<file path="src/rtl/eptest_pkg.sv">
package eptest_pkg;

   localparam int IDX_W  = 4;
   localparam int CMD_W  = 6;
   localparam int ST_W   = 9;
   localparam int TYPE_W = 2;

   localparam logic [IDX_W-1:0] IX_SCRATCH = 4'd0;
   localparam logic [IDX_W-1:0] IX_CMD     = 4'd1;
   localparam logic [IDX_W-1:0] IX_STATUS  = 4'd2;
   localparam logic [IDX_W-1:0] IX_SRC     = 4'd3;
   localparam logic [IDX_W-1:0] IX_DST     = 4'd4;
   localparam logic [IDX_W-1:0] IX_COUNT   = 4'd5;
   localparam logic [IDX_W-1:0] IX_CSUM    = 4'd6;
   localparam logic [IDX_W-1:0] IX_ITYPE   = 4'd7;
   localparam logic [IDX_W-1:0] IX_INUM    = 4'd8;

   localparam int CB_LEG  = 0;
   localparam int CB_MSI  = 1;
   localparam int CB_MSIX = 2;
   localparam int CB_RD   = 3;
   localparam int CB_WR   = 4;
   localparam int CB_CP   = 5;

   localparam int SB_RD_OK   = 0;
   localparam int SB_RD_FAIL = 1;
   localparam int SB_WR_OK   = 2;
   localparam int SB_WR_FAIL = 3;
   localparam int SB_CP_OK   = 4;
   localparam int SB_CP_FAIL = 5;
   localparam int SB_IRQ     = 6;
   localparam int SB_SRC_BAD = 7;
   localparam int SB_DST_BAD = 8;

   localparam logic [TYPE_W-1:0] IT_LEGACY = 2'd0;
   localparam logic [TYPE_W-1:0] IT_MSI    = 2'd1;
   localparam logic [TYPE_W-1:0] IT_MSIX   = 2'd2;

   typedef enum logic [2:0] {
      OP_NONE,
      OP_IRQ,
      OP_READ,
      OP_WRITE,
      OP_COPY
   } op_e;

   typedef enum logic [1:0] {
      S_IDLE,
      S_RD,
      S_WR
   } seq_state_e;

endpackage

</file>
<file path="src/rtl/eptest_addr_check.sv">
module eptest_addr_check #(
   parameter int                ADDR_W    = 32,
   parameter logic [ADDR_W-1:0] WIN_BASE  = 'h1000,
   parameter logic [ADDR_W-1:0] WIN_BYTES = 'h1000
) (
   input  logic [ADDR_W-1:0] base_i,
   input  logic [ADDR_W-1:0] count_i,
   output logic              ok_o
);
   localparam logic [ADDR_W:0] LO_LIM = {1'b0, WIN_BASE};
   localparam logic [ADDR_W:0] HI_LIM = {1'b0, WIN_BASE} + {1'b0, WIN_BYTES};

   logic [ADDR_W:0] first_b;
   logic [ADDR_W:0] end_b;
   logic            shape_ok;

   always_comb begin
      first_b  = {1'b0, base_i};
      end_b    = first_b + {1'b0, count_i};
      shape_ok = (base_i[1:0] == 2'b00) && (count_i[1:0] == 2'b00) && (count_i != '0);
      ok_o     = shape_ok && (first_b >= LO_LIM) && (end_b <= HI_LIM);
   end
endmodule

</file>
<file path="src/rtl/eptest_irq_gate.sv">
module eptest_irq_gate #(
   parameter int NUM_W    = 12,
   parameter int MSI_MAX  = 32,
   parameter int MSIX_MAX = 2048
) (
   input  logic [eptest_pkg::TYPE_W-1:0] type_i,
   input  logic [NUM_W-1:0]              num_i,
   output logic                          ok_o
);
   import eptest_pkg::*;

   localparam logic [NUM_W-1:0] MSI_LIM  = NUM_W'(MSI_MAX);
   localparam logic [NUM_W-1:0] MSIX_LIM = NUM_W'(MSIX_MAX);

   logic nonzero;

   always_comb begin
      nonzero = (num_i != '0);
      unique case (type_i)
         IT_LEGACY: ok_o = !nonzero;
         IT_MSI:    ok_o = nonzero && (num_i <= MSI_LIM);
         IT_MSIX:   ok_o = nonzero && (num_i <= MSIX_LIM);
         default:   ok_o = 1'b0;
      endcase
   end
endmodule

</file>
<file path="src/rtl/eptest_regfile.sv">
module eptest_regfile #(
   parameter int ADDR_W = 32,
   parameter int DATA_W = 32,
   parameter int NUM_W  = 12
) (
   input  logic                          clk,
   input  logic                          rst_n,
   input  logic                          we_i,
   input  logic [eptest_pkg::IDX_W-1:0]  idx_i,
   input  logic [DATA_W-1:0]             wdata_i,
   output logic [DATA_W-1:0]             rdata_o,
   input  logic                          busy_i,
   input  logic                          accept_i,
   input  logic [eptest_pkg::ST_W-1:0]   st_set_i,
   input  logic [DATA_W-1:0]             csum_i,
   output logic [eptest_pkg::CMD_W-1:0]  cmd_o,
   output logic [ADDR_W-1:0]             src_o,
   output logic [ADDR_W-1:0]             dst_o,
   output logic [ADDR_W-1:0]             count_o,
   output logic [eptest_pkg::TYPE_W-1:0] itype_o,
   output logic [NUM_W-1:0]              inum_o
);
   import eptest_pkg::*;

   logic [DATA_W-1:0] scratch_q;
   logic [CMD_W-1:0]  cmd_q;
   logic [ST_W-1:0]   status_q;
   logic [ADDR_W-1:0] src_q;
   logic [ADDR_W-1:0] dst_q;
   logic [ADDR_W-1:0] count_q;
   logic [TYPE_W-1:0] itype_q;
   logic [NUM_W-1:0]  inum_q;
   logic [ST_W-1:0]   clr_mask;
   logic              cmd_take;

   always_comb begin
      clr_mask = (we_i && idx_i == IX_STATUS) ? wdata_i[ST_W-1:0] : '0;
      cmd_take = we_i && (idx_i == IX_CMD) && !busy_i && (cmd_q == '0);
   end

   always_ff @(posedge clk or negedge rst_n) begin
      if (!rst_n) begin
         scratch_q <= '0;
         cmd_q     <= '0;
         status_q  <= '0;
         src_q     <= '0;
         dst_q     <= '0;
         count_q   <= '0;
         itype_q   <= '0;
         inum_q    <= '0;
      end else begin
         status_q <= (status_q & ~clr_mask) | st_set_i;
         if (accept_i)
            cmd_q <= '0;
         else if (cmd_take)
            cmd_q <= wdata_i[CMD_W-1:0];
         if (we_i) begin
            unique case (idx_i)
               IX_SCRATCH: scratch_q <= wdata_i;
               IX_SRC:     src_q     <= ADDR_W'(wdata_i);
               IX_DST:     dst_q     <= ADDR_W'(wdata_i);
               IX_COUNT:   count_q   <= ADDR_W'(wdata_i);
               IX_ITYPE:   itype_q   <= wdata_i[TYPE_W-1:0];
               IX_INUM:    inum_q    <= wdata_i[NUM_W-1:0];
               default:    ;
            endcase
         end
      end
   end

   always_comb begin
      unique case (idx_i)
         IX_SCRATCH: rdata_o = scratch_q;
         IX_CMD:     rdata_o = DATA_W'(cmd_q);
         IX_STATUS:  rdata_o = DATA_W'(status_q);
         IX_SRC:     rdata_o = DATA_W'(src_q);
         IX_DST:     rdata_o = DATA_W'(dst_q);
         IX_COUNT:   rdata_o = DATA_W'(count_q);
         IX_CSUM:    rdata_o = csum_i;
         IX_ITYPE:   rdata_o = DATA_W'(itype_q);
         IX_INUM:    rdata_o = DATA_W'(inum_q);
         default:    rdata_o = '0;
      endcase
   end

   assign cmd_o   = cmd_q;
   assign src_o   = src_q;
   assign dst_o   = dst_q;
   assign count_o = count_q;
   assign itype_o = itype_q;
   assign inum_o  = inum_q;
endmodule

</file>
<file path="src/rtl/eptest_seq.sv">
module eptest_seq #(
   parameter int ADDR_W    = 32,
   parameter int DATA_W    = 32,
   parameter int NUM_W     = 12,
   parameter bit COPY_SUMS = 1'b1
) (
   input  logic                          clk,
   input  logic                          rst_n,
   input  logic [eptest_pkg::CMD_W-1:0]  cmd_i,
   input  logic [ADDR_W-1:0]             src_i,
   input  logic [ADDR_W-1:0]             dst_i,
   input  logic [ADDR_W-1:0]             count_i,
   input  logic                          src_ok_i,
   input  logic                          dst_ok_i,
   input  logic                          irq_ok_i,
   input  logic [eptest_pkg::TYPE_W-1:0] irq_type_i,
   input  logic [NUM_W-1:0]              irq_num_i,
   input  logic                          mem_ack_i,
   input  logic [DATA_W-1:0]             mem_rdata_i,
   output logic                          accept_o,
   output logic                          busy_o,
   output logic [eptest_pkg::ST_W-1:0]   st_set_o,
   output logic [DATA_W-1:0]             csum_o,
   output logic                          mem_req_o,
   output logic                          mem_we_o,
   output logic [ADDR_W-1:0]             mem_addr_o,
   output logic [DATA_W-1:0]             mem_wdata_o,
   output logic                          irq_pulse_o,
   output logic [eptest_pkg::TYPE_W-1:0] irq_kind_o,
   output logic [NUM_W-1:0]              irq_num_o
);
   import eptest_pkg::*;

   localparam logic [ADDR_W-1:0] STEP = ADDR_W'(4);
   localparam logic [ADDR_W-1:0] ONE  = ADDR_W'(1);

   seq_state_e        state_q;
   op_e               op_q;
   op_e               req_op;
   logic [ADDR_W-1:0] cur_src_q;
   logic [ADDR_W-1:0] cur_dst_q;
   logic [ADDR_W-1:0] left_q;
   logic [DATA_W-1:0] pat_q;
   logic [DATA_W-1:0] hold_q;
   logic [DATA_W-1:0] csum_q;
   logic [DATA_W-1:0] copy_term;
   logic [DATA_W-1:0] rd_term;
   logic [DATA_W-1:0] wr_term;
   logic              finish;
   logic              last_word;
   logic              irq_q;
   logic [TYPE_W-1:0] kind_q;
   logic [NUM_W-1:0]  num_q;

   function automatic op_e pick_op(input logic [CMD_W-1:0] c);
      if (c[CB_LEG] || c[CB_MSI] || c[CB_MSIX]) return OP_IRQ;
      if (c[CB_RD]) return OP_READ;
      if (c[CB_WR]) return OP_WRITE;
      if (c[CB_CP]) return OP_COPY;
      return OP_NONE;
   endfunction

   generate
      if (COPY_SUMS) begin : g_copy_sum
         assign copy_term = mem_rdata_i;
      end else begin : g_copy_nosum
         assign copy_term = '0;
      end
   endgenerate

   always_comb begin
      req_op    = pick_op(cmd_i);
      accept_o  = (state_q == S_IDLE) && (cmd_i != '0);
      last_word = (left_q == ONE);
      rd_term   = (op_q == OP_READ) ? mem_rdata_i : copy_term;
      wr_term   = (op_q == OP_WRITE) ? pat_q : '0;
      finish    = 1'b0;
      st_set_o  = '0;
      if (accept_o) begin
         unique case (req_op)
            OP_IRQ: finish = 1'b1;
            OP_READ: if (!src_ok_i) begin
               finish = 1'b1;
               st_set_o[SB_RD_FAIL] = 1'b1;
               st_set_o[SB_SRC_BAD] = 1'b1;
            end
            OP_WRITE: if (!dst_ok_i) begin
               finish = 1'b1;
               st_set_o[SB_WR_FAIL] = 1'b1;
               st_set_o[SB_DST_BAD] = 1'b1;
            end
            OP_COPY: if (!(src_ok_i && dst_ok_i)) begin
               finish = 1'b1;
               st_set_o[SB_CP_FAIL] = 1'b1;
               st_set_o[SB_SRC_BAD] = !src_ok_i;
               st_set_o[SB_DST_BAD] = !dst_ok_i;
            end
            default: ;
         endcase
      end
      if (state_q == S_RD && mem_ack_i && op_q == OP_READ && last_word) begin
         finish = 1'b1;
         st_set_o[SB_RD_OK] = 1'b1;
      end
      if (state_q == S_WR && mem_ack_i && last_word) begin
         finish = 1'b1;
         st_set_o[SB_WR_OK] = (op_q == OP_WRITE);
         st_set_o[SB_CP_OK] = (op_q == OP_COPY);
      end
      if (finish && irq_ok_i)
         st_set_o[SB_IRQ] = 1'b1;
   end

   always_ff @(posedge clk or negedge rst_n) begin
      if (!rst_n) begin
         state_q   <= S_IDLE;
         op_q      <= OP_NONE;
         cur_src_q <= '0;
         cur_dst_q <= '0;
         left_q    <= '0;
         pat_q     <= '0;
         hold_q    <= '0;
         csum_q    <= '0;
         irq_q     <= 1'b0;
         kind_q    <= '0;
         num_q     <= '0;
      end else begin
         irq_q <= finish && irq_ok_i;
         if (finish) begin
            kind_q <= irq_type_i;
            num_q  <= irq_num_i;
         end
         unique case (state_q)
            S_IDLE: if (accept_o && !finish) begin
               op_q      <= req_op;
               cur_src_q <= src_i;
               cur_dst_q <= dst_i;
               left_q    <= count_i >> 2;
               pat_q     <= '0;
               csum_q    <= '0;
               state_q   <= (req_op == OP_WRITE) ? S_WR : S_RD;
            end
            S_RD: if (mem_ack_i) begin
               csum_q    <= csum_q + rd_term;
               hold_q    <= mem_rdata_i;
               cur_src_q <= cur_src_q + STEP;
               if (op_q == OP_READ) begin
                  left_q <= left_q - ONE;
                  if (last_word) state_q <= S_IDLE;
               end else begin
                  state_q <= S_WR;
               end
            end
            S_WR: if (mem_ack_i) begin
               csum_q    <= csum_q + wr_term;
               cur_dst_q <= cur_dst_q + STEP;
               pat_q     <= pat_q + DATA_W'(1);
               left_q    <= left_q - ONE;
               if (last_word)
                  state_q <= S_IDLE;
               else if (op_q == OP_COPY)
                  state_q <= S_RD;
            end
            default: state_q <= S_IDLE;
         endcase
      end
   end

   always_comb begin
      busy_o      = (state_q != S_IDLE);
      mem_req_o   = (state_q == S_RD) || (state_q == S_WR);
      mem_we_o    = (state_q == S_WR);
      mem_addr_o  = (state_q == S_WR) ? cur_dst_q : cur_src_q;
      mem_wdata_o = (op_q == OP_COPY) ? hold_q : pat_q;
   end

   assign csum_o      = csum_q;
   assign irq_pulse_o = irq_q;
   assign irq_kind_o  = kind_q;
   assign irq_num_o   = num_q;
endmodule

</file>
<file path="src/rtl/eptest_engine.sv">
module eptest_engine #(
   parameter int                ADDR_W    = 32,
   parameter int                DATA_W    = 32,
   parameter int                NUM_W     = 12,
   parameter int                MSI_MAX   = 32,
   parameter int                MSIX_MAX  = 2048,
   parameter logic [ADDR_W-1:0] WIN_BASE  = 'h1000,
   parameter logic [ADDR_W-1:0] WIN_BYTES = 'h1000,
   parameter bit                COPY_SUMS = 1'b1
) (
   input  logic                          clk,
   input  logic                          rst_n,
   input  logic                          reg_we,
   input  logic [eptest_pkg::IDX_W-1:0]  reg_addr,
   input  logic [DATA_W-1:0]             reg_wdata,
   output logic [DATA_W-1:0]             reg_rdata,
   output logic                          mem_req,
   output logic                          mem_we,
   output logic [ADDR_W-1:0]             mem_addr,
   output logic [DATA_W-1:0]             mem_wdata,
   input  logic [DATA_W-1:0]             mem_rdata,
   input  logic                          mem_ack,
   output logic                          irq_pulse,
   output logic [eptest_pkg::TYPE_W-1:0] irq_kind,
   output logic [NUM_W-1:0]              irq_num
);
   import eptest_pkg::*;

   localparam int CHK_N = 2;

   generate
      if (DATA_W != 32) begin : g_bad_data
         $error("eptest_engine: DATA_W must be 32");
      end
      if (ADDR_W > DATA_W || ADDR_W < 8) begin : g_bad_addr
         $error("eptest_engine: ADDR_W must lie in 8..DATA_W");
      end
      if (WIN_BASE[1:0] != 2'b00 || WIN_BYTES[1:0] != 2'b00 || WIN_BYTES == '0) begin : g_bad_win
         $error("eptest_engine: host window must be word aligned and nonempty");
      end
      if (MSI_MAX < 1 || MSIX_MAX < MSI_MAX || MSIX_MAX >= (1 << NUM_W)) begin : g_bad_num
         $error("eptest_engine: NUM_W too narrow for interrupt vector limits");
      end
   endgenerate

   logic [CMD_W-1:0]  cmd;
   logic [ADDR_W-1:0] src;
   logic [ADDR_W-1:0] dst;
   logic [ADDR_W-1:0] count;
   logic [TYPE_W-1:0] itype;
   logic [NUM_W-1:0]  inum;
   logic [ST_W-1:0]   st_set;
   logic [DATA_W-1:0] csum;
   logic              busy;
   logic              accept;
   logic              irq_ok;
   logic [ADDR_W-1:0] chk_base [CHK_N];
   logic              chk_ok   [CHK_N];

   eptest_regfile #(.ADDR_W(ADDR_W), .DATA_W(DATA_W), .NUM_W(NUM_W)) u_regs (
      .clk(clk), .rst_n(rst_n), .we_i(reg_we), .idx_i(reg_addr),
      .wdata_i(reg_wdata), .rdata_o(reg_rdata), .busy_i(busy),
      .accept_i(accept), .st_set_i(st_set), .csum_i(csum), .cmd_o(cmd),
      .src_o(src), .dst_o(dst), .count_o(count), .itype_o(itype), .inum_o(inum)
   );

   assign chk_base[0] = src;
   assign chk_base[1] = dst;

   generate
      for (genvar g = 0; g < CHK_N; g++) begin : g_chk
         eptest_addr_check #(.ADDR_W(ADDR_W), .WIN_BASE(WIN_BASE), .WIN_BYTES(WIN_BYTES)) u_chk (
            .base_i(chk_base[g]), .count_i(count), .ok_o(chk_ok[g])
         );
      end
   endgenerate

   eptest_irq_gate #(.NUM_W(NUM_W), .MSI_MAX(MSI_MAX), .MSIX_MAX(MSIX_MAX)) u_gate (
      .type_i(itype), .num_i(inum), .ok_o(irq_ok)
   );

   eptest_seq #(.ADDR_W(ADDR_W), .DATA_W(DATA_W), .NUM_W(NUM_W), .COPY_SUMS(COPY_SUMS)) u_seq (
      .clk(clk), .rst_n(rst_n), .cmd_i(cmd), .src_i(src), .dst_i(dst),
      .count_i(count), .src_ok_i(chk_ok[0]), .dst_ok_i(chk_ok[1]),
      .irq_ok_i(irq_ok), .irq_type_i(itype), .irq_num_i(inum),
      .mem_ack_i(mem_ack), .mem_rdata_i(mem_rdata), .accept_o(accept),
      .busy_o(busy), .st_set_o(st_set), .csum_o(csum), .mem_req_o(mem_req),
      .mem_we_o(mem_we), .mem_addr_o(mem_addr), .mem_wdata_o(mem_wdata),
      .irq_pulse_o(irq_pulse), .irq_kind_o(irq_kind), .irq_num_o(irq_num)
   );
endmodule

</file>
<file path="config.mk">
export PLATFORM = sky130hd
export DESIGN_NAME = eptest_engine
export DESIGN_NICKNAME = d
export VERILOG_FILES = /design/src/rtl/eptest_pkg.sv /design/src/rtl/eptest_addr_check.sv /design/src/rtl/eptest_irq_gate.sv /design/src/rtl/eptest_regfile.sv /design/src/rtl/eptest_seq.sv /design/src/rtl/eptest_engine.sv
export SDC_FILE = /design/constraint.sdc
export NUM_CORES = 1
export LEC_CHECK = 0
export CELL_PAD_IN_SITES_DETAIL_PLACEMENT = 1
export CELL_PAD_IN_SITES_GLOBAL_PLACEMENT = 1
export CORE_MARGIN = 1
export CORE_UTILIZATION = 40
export DETAILED_ROUTE_END_ITERATION = 10
export PLACE_DENSITY = 0.83
export SLEW_MARGIN = 20
export SYNTH_ARGS = -nofsm -noshare
export SYNTH_HDL_FRONTEND = slang
export SYNTH_HIERARCHICAL = 1
export SYNTH_SLANG_ARGS = --single-unit
</file>
<file path="constraint.sdc">
create_clock -name clk -period 5.7 [get_ports clk]
set_input_delay 1.425 -clock clk [delete_from_list [all_inputs] [get_ports clk]]
set_output_delay 1.425 -clock clk [all_outputs]
set_load 0.005 [all_outputs]
</file>
### Word-level counts from Yosys, hierarchy flattened

Cells that the tools add are included.

* register bits after elaboration: 369
* word-level logic and storage cells: 194
* output and inout bits: 113

* add/sub/neg operators: 8
* bitwise operators: 3
* reduce and logical (&&, ||, !) cells: 59
* muxes and demuxes: 73
* eq/ne operators: 26
* magnitude comparators: 6

Operators with widths (number)
* $mux W32: 15
* $pmux W32 S9: 1
* $pmux W32 S2: 3
* $pmux W32 S3: 2
* $add A32 B32 Y33: 2
* $le A33 B14 Y1 const B: 2
* $add A32 B3 Y32 const B: 2
* $add A32 B32 Y32: 2
* $ge A32 B13 Y1 const B: 2
* $add A32 B1 Y32 const B: 1
* $eq A32 B1 Y1 const B: 1
* $reduce_bool A32 Y1: 1
* $sub A32 B1 Y32 const B: 1
* $mux W1: 26
* $mux W3: 8
* $logic_and A1 B1 Y1: 23
* $mux W2: 10
* $eq A4 B3 Y1 const B: 4
* $reduce_and A2 Y1: 8
* $eq A3 B2 Y1 const B: 4
* $le A12 B12 Y1 const B: 1
* $le A12 B6 Y1 const B: 1
* $mux W6: 2
* $reduce_bool A12 Y1: 1
* other kinds (30): 52

### Depth between registers and ports, before layout

* depth after elaboration: 22
* depth in mapped cells: 21

### Hierarchy

Netlist, hierarchy kept.

By module, submodules not included
* eptest_seq: instances 1, area each 13840.8 µm², cells an instance 1579
* eptest_regfile: instances 1, area each 7455.9 µm², cells an instance 571
* eptest_addr_check (g_chk[0].u_chk): instances 1, area each 2182.1 µm², cells an instance 330
* eptest_addr_check (g_chk[1].u_chk): instances 1, area each 1908.1 µm², cells an instance 283
* eptest_irq_gate: instances 1, area each 171.4 µm², cells an instance 23

### Worst setup path before layout

OpenSTA, ideal clock, no wires.

* kind: register -> register
* start point: register u_regs.dst_q[0] (netlist: u_regs/dst_o[0])
* end point: register u_seq.pat_q[10]
* cell stages (with the launch flop): 19
* path buffers: 1
* arrival time: 4953 ps
* path slack: 615 ps
* period minus slack after synthesis: 5085 ps
* cells stage by stage: dfrtp_1 -> ha_1 -> fa_1 -> a211oi_2 -> o31ai_2 -> o21a_1 -> or3_1 -> a2111oi_0 -> nor4b_2 -> o211ai_1 -> or4_1 -> nor4_2 -> or3_1 -> a31oi_1 -> nor2_1 -> nand2_1 -> nor2_1 -> clkbuf_1 -> nor2_1

RTL lines
* start: declaration: RTL line eptest_regfile.sv:29 `logic [ADDR_W-1:0] dst_q;`
* start signal: assignment: RTL line eptest_regfile.sv:61 `IX_DST: dst_q <= ADDR_W'(wdata_i);`
* end signal: assignment: RTL line eptest_seq.sv:157 `pat_q <= pat_q + DATA_W'(1);`
* end: declaration: RTL line eptest_seq.sv:43 `logic [DATA_W-1:0] pat_q;`

### Worst setup path in the final report

* start point: input reg_addr[1] in the netlist's numbering
* end point: output reg_rdata[23]

* word-level cells in the longest chain between the ends: 2
* elaborated cells on any way between the ends: 10
* those cells by class: eq/ne (8); mux (1); reduce/logical (1)

RTL lines
* start: declaration: RTL line eptest_engine.sv:14 `input logic [eptest_pkg::IDX_W-1:0] reg_addr,`
* $eq A4 B4 Y1, or another cell as far along: RTL line eptest_regfile.sv:72 `unique case (idx_i)`
* $pmux W32 S9 (*): RTL line eptest_regfile.sv:72
* end: declaration: RTL line eptest_engine.sv:16 `output logic [DATA_W-1:0] reg_rdata,`

Every way passes the cells marked *; elsewhere a longest branch is shown, timed or not.

==> impl_summary.txt <==
----------------------------------------------------
[Critical path]
  Required time of the worst setup path ... 4.28 ns
  Arr. time, crit path ... 4.02 ns
  Type of the worst setup path ... in2out
  Capturing element type of the critical path ... primary output
  Worst setup SP type ... input port
  Maximum fanout count along the critical path ... 11
  Depth of the worst register-to-register path ... 22

[Pwr]
  Static Leak ... 13.0 nW
  Power Total ... 16.2 mW
  Net switching power of the design ... 7.20 mW
  Peak ir drop on the vdd network ... 0.000295 V
  Relative contribution of sequential cells to total power ... 28.7%
  Share of power burned in combinational logic ... 51.7%
  Switch share ... 44.5%
  Clk pwr share ... 19.7%
  Cell-internal power ... 8.99 mW
  Power density relative to cell area ... 524 mW/mm^2

[Detailed routing]
  DRT Pass-1 Iters ... 5
  DRT Wirelength ... 110 mm
  Initial detailed-routing violation count ... 2614
  Detail-routed via count per cell ... 6.49
  Post-route antenna net violation count ... 0
  Routed vias ... 25349
  Detailed-routing wirelength on met1 ... 43.8 mm
  DRC viols ... 0
  Routed length on met3 ... 7.52 mm
  Highest routed metal layer ... met4
  DR WL/cell ... 28.1 um
  Detailed-routed wire length on met2 ... 50.4 mm

[Placement]
  Half-perimeter wire length of the detailed placement result ... 81.8 mm
  Buffers added on ports ... 184
  Count of placed standard cells including taps ... 3817
  Standard cell area after detailed placement ... 0.0292 mm^2
  Global placer's final weighted congestion ... 1.00

[Final layout]
  Post-synthesis to final-layout area growth ... 20.9%
  Number of nets in the finished design ... 3207
  Post-Layout Cell Count ... 3908
  Post-route cell area ... 0.0309 mm^2
  Highest-count cells in the layout ignoring fill and taps ... sky130_fd_sc_hd__dfrtp_1, sky130_fd_sc_hd__nand2_1, sky130_fd_sc_hd__mux2_2
  Most common cell after layout, fill and taps aside ... sky130_fd_sc_hd__dfrtp_1
  Share of post-route cells with drive strength above 1 ... 18.4%
  Post-layout util ... 49.0%

[STA]
  Period utilisation layout ... 95.6%
  Final-report max-slew violation count ... 0
  RSZ-0062 raised after global routing ... false
  Measured slew at the worst slew-check pin ... 1.16 ns
  Final Hold Fails ... 0
  Skew final ... 0.0323 ns
  Total setup violations reported at the end of the flow ... 0
  Normalized max-slew margin ... 22.5%
  Hold_ws ... 0.484 ns
  Clock period minus final worst setup slack ... 5.45 ns
  Fmax achieved ... 184 MHz

[Global routing]
  Number of antenna violations at the first check in global routing ... 2
  Total routing resource utilization after global routing ... 33.5%
  Sum of overflow across all layers after global routing ... 0
  Number of global-route vias before repair ... 26455
  Largest net degree at the start of global routing ... 104
  First-pass GRT wire length ... 165 mm

[Logic synthesis]
  Distinct cells, synth ... 94
  Count of yosys warnings during synthesis ... 6
  Share of synthesized flip-flops with an asynchronous set or reset ... 100%
  Most common flop cell mapped by yosys ... sky130_fd_sc_hd__dfrtp_1
  Net count after synthesis ... 2970
  Gate count of the mapped netlist ... 2786
  Number of register bits inferred by synthesis ... 369
  Mean instance size in the synthesized netlist ... 9.17 um^2
  Proportion of synthesized chip area in sequential cells ... 36.1%
  Post-synthesis instance area ... 0.0256 mm^2
  Post-synth EDFFs ... 0

[Die]
  Number of rows in the core area ... 92
  Number of placed I/O pins ... 185
  Width of the chip ... 255 um
  Effective utilization at floorplan ... 40.5%
  Standard cell core area ... 0.0631 mm^2
  Die boundary height ... 255 um
  Die outline area ... 0.0649 mm^2

[CTS]
  Total CTS buffers ... 47
  Cell at the root of the clock tree ... sky130_fd_sc_hd__clkbuf_16
  Clock-pin slew on the worst setup and hold paths ... 0.06 ns
  Clock latency on the worst-skew pair ... 0.60 ns
  Clock tree sinks ... 369
  H-tree lvl count ... 2
  Maximum root-to-sink buffer count ... 3
  Clock tree from TritonCTS ... built

[Run]
  Maximum capacitance violations ... 0

[Worst hold path]
  Worst hold path type ... reg2reg
  Hold path depth ... 2

[Status]
  Result of the run ... complete, no violations

----------------------------------------------------
[power groups by stage]
stage / clock [mW] / sequential [mW] / combinational (mW)
floorplan: 0 / 4.19 / 5.11
global placement: 0 / 4.53 / 7.73
detailed placement: 0 / 4.62 / 8.08
CTS: 3.22 / 4.60 / 8.18
global route: 3.31 / 4.74 / 8.96
finish: 3.18 / 4.64 / 8.37
[state kept, by name (all words and copies together) (netlist names), 2 cells and up]
signal            count
u_regs/itype_o        2
u_seq/left_q         32
u_seq/irq_num_o      12
u_seq/csum_o         32
u_regs/src_o         32
u_regs/cmd_o          6
u_regs/count_o       32
u_seq/irq_kind_o      2
u_regs/scratch_q     32
u_seq/op_q            3
u_regs/dst_o         32
u_regs/status_q       9
u_seq/cur_src_q      32
u_seq/hold_q         32
u_regs/inum_o        12
u_seq/pat_q          32
u_seq/state_q         2
u_seq/cur_dst_q      32
[stage by stage]
step | worst slack, ns | setup TNS, ns
2_1_floorplan | 0.615 | 0
3_3_place_gp | 0.262 | 0
3_5_place_dp | -0.0379 | -0.0510
4_1_cts | 0.0376 | 0
5_1_grt | 0.0304 | 0
6_report | 0.251 | 0
[critical path, stage by stage]
cell	delay, ns
sky130_fd_sc_hd__clkdlybuf4s50_1	0.56
sky130_fd_sc_hd__or3_1	0.85
sky130_fd_sc_hd__o221ai_1	0.59
sky130_fd_sc_hd__clkdlybuf4s50_1	0.59
[cells by family after synthesis]
logic type / Yosys count / synth area share (%)
AND/OR/NAND/NOR: 902 / 17.7
AO/OA/AOI/OAI: 812 / 21.0
flip-flops: 369 / 36.1
multiplexers: 297 / 13.3
buffers and inverters: 211 / 3.45
adder cells (fa/ha/maj): 112 / 5.57
XOR/XNOR: 83 / 2.84
[worst paths after layout]
kind,startpoint,endpoint,slack [ns]
worst max-delay path,reg_addr[1],reg_rdata[23],0.25
worst min register to register,u_seq/cur_src_q[0],u_seq/cur_src_q[0],0.48
worst max register to register,u_regs/dst_o[0],u_seq/left_q[12],0.26
max in group asynchronous,rst_n,u_seq/csum_o[1],3.48
worst min-delay path,u_seq/cur_src_q[0],u_seq/cur_src_q[0],0.48
min in group asynchronous,rst_n,u_regs/scratch_q[5],0.86
[layer usage]
metal | vias up | global-route usage (%)
li1 | 10949 | -
met1 | 12971 | 41.7
met2 | 1108 | 53.4
met3 | 321 | 5.57
met4 | 0 | 22.7
met5 | - | 0
[synthesized netlist by cell type (all sizes together), types with 17 or more instances]
library cell  number  area share [%]
dfrtp            369              36
mux2             245              11
o21bai            20            0.59
clkbuf           101             1.5
o221ai            27            0.93
nor3              58             1.2
a31oi             19            0.47
nand3             92             1.8
o21ai            186             3.6
or3               25            0.63
xnor2             53             1.8
a22oi             40             1.2
nor2b             17            0.42
nand4             52             1.3
ha               109             5.3
nor4              47             1.3
mux2i             51             2.0
o22ai             40            0.98
a21oi            206             4.0
a22o              46             1.6
and2              17            0.42
buf               56             1.2
and3              48             1.2
o21a              23            0.68
o31ai             27            0.81
nor2             191             2.8
nand2b            23            0.56
a21o              40             1.2
inv               53            0.78
nand2            266             3.9
xor2              30             1.0
o221a             26             1.1
[layout make-up]
type / instances / area (um^2)
fill: 7275 / 32200
multi-input combinational: 2206 / 15600
sequential: 369 / 9230
timing repair buffer: 345 / 3220
clock buffer: 65 / 1340
tap: 846 / 1060
clock inverter: 22 / 297
inverter: 54 / 203
antenna: 1 / 2.50
[timing repair]
action,CTS,global route
hold buffers,0,0
endpoints found under the setup margin,4,140
resized for setup,2,11
pin swaps,0,2
buffers inserted,0,3
(Power assumes the default switching activity.)
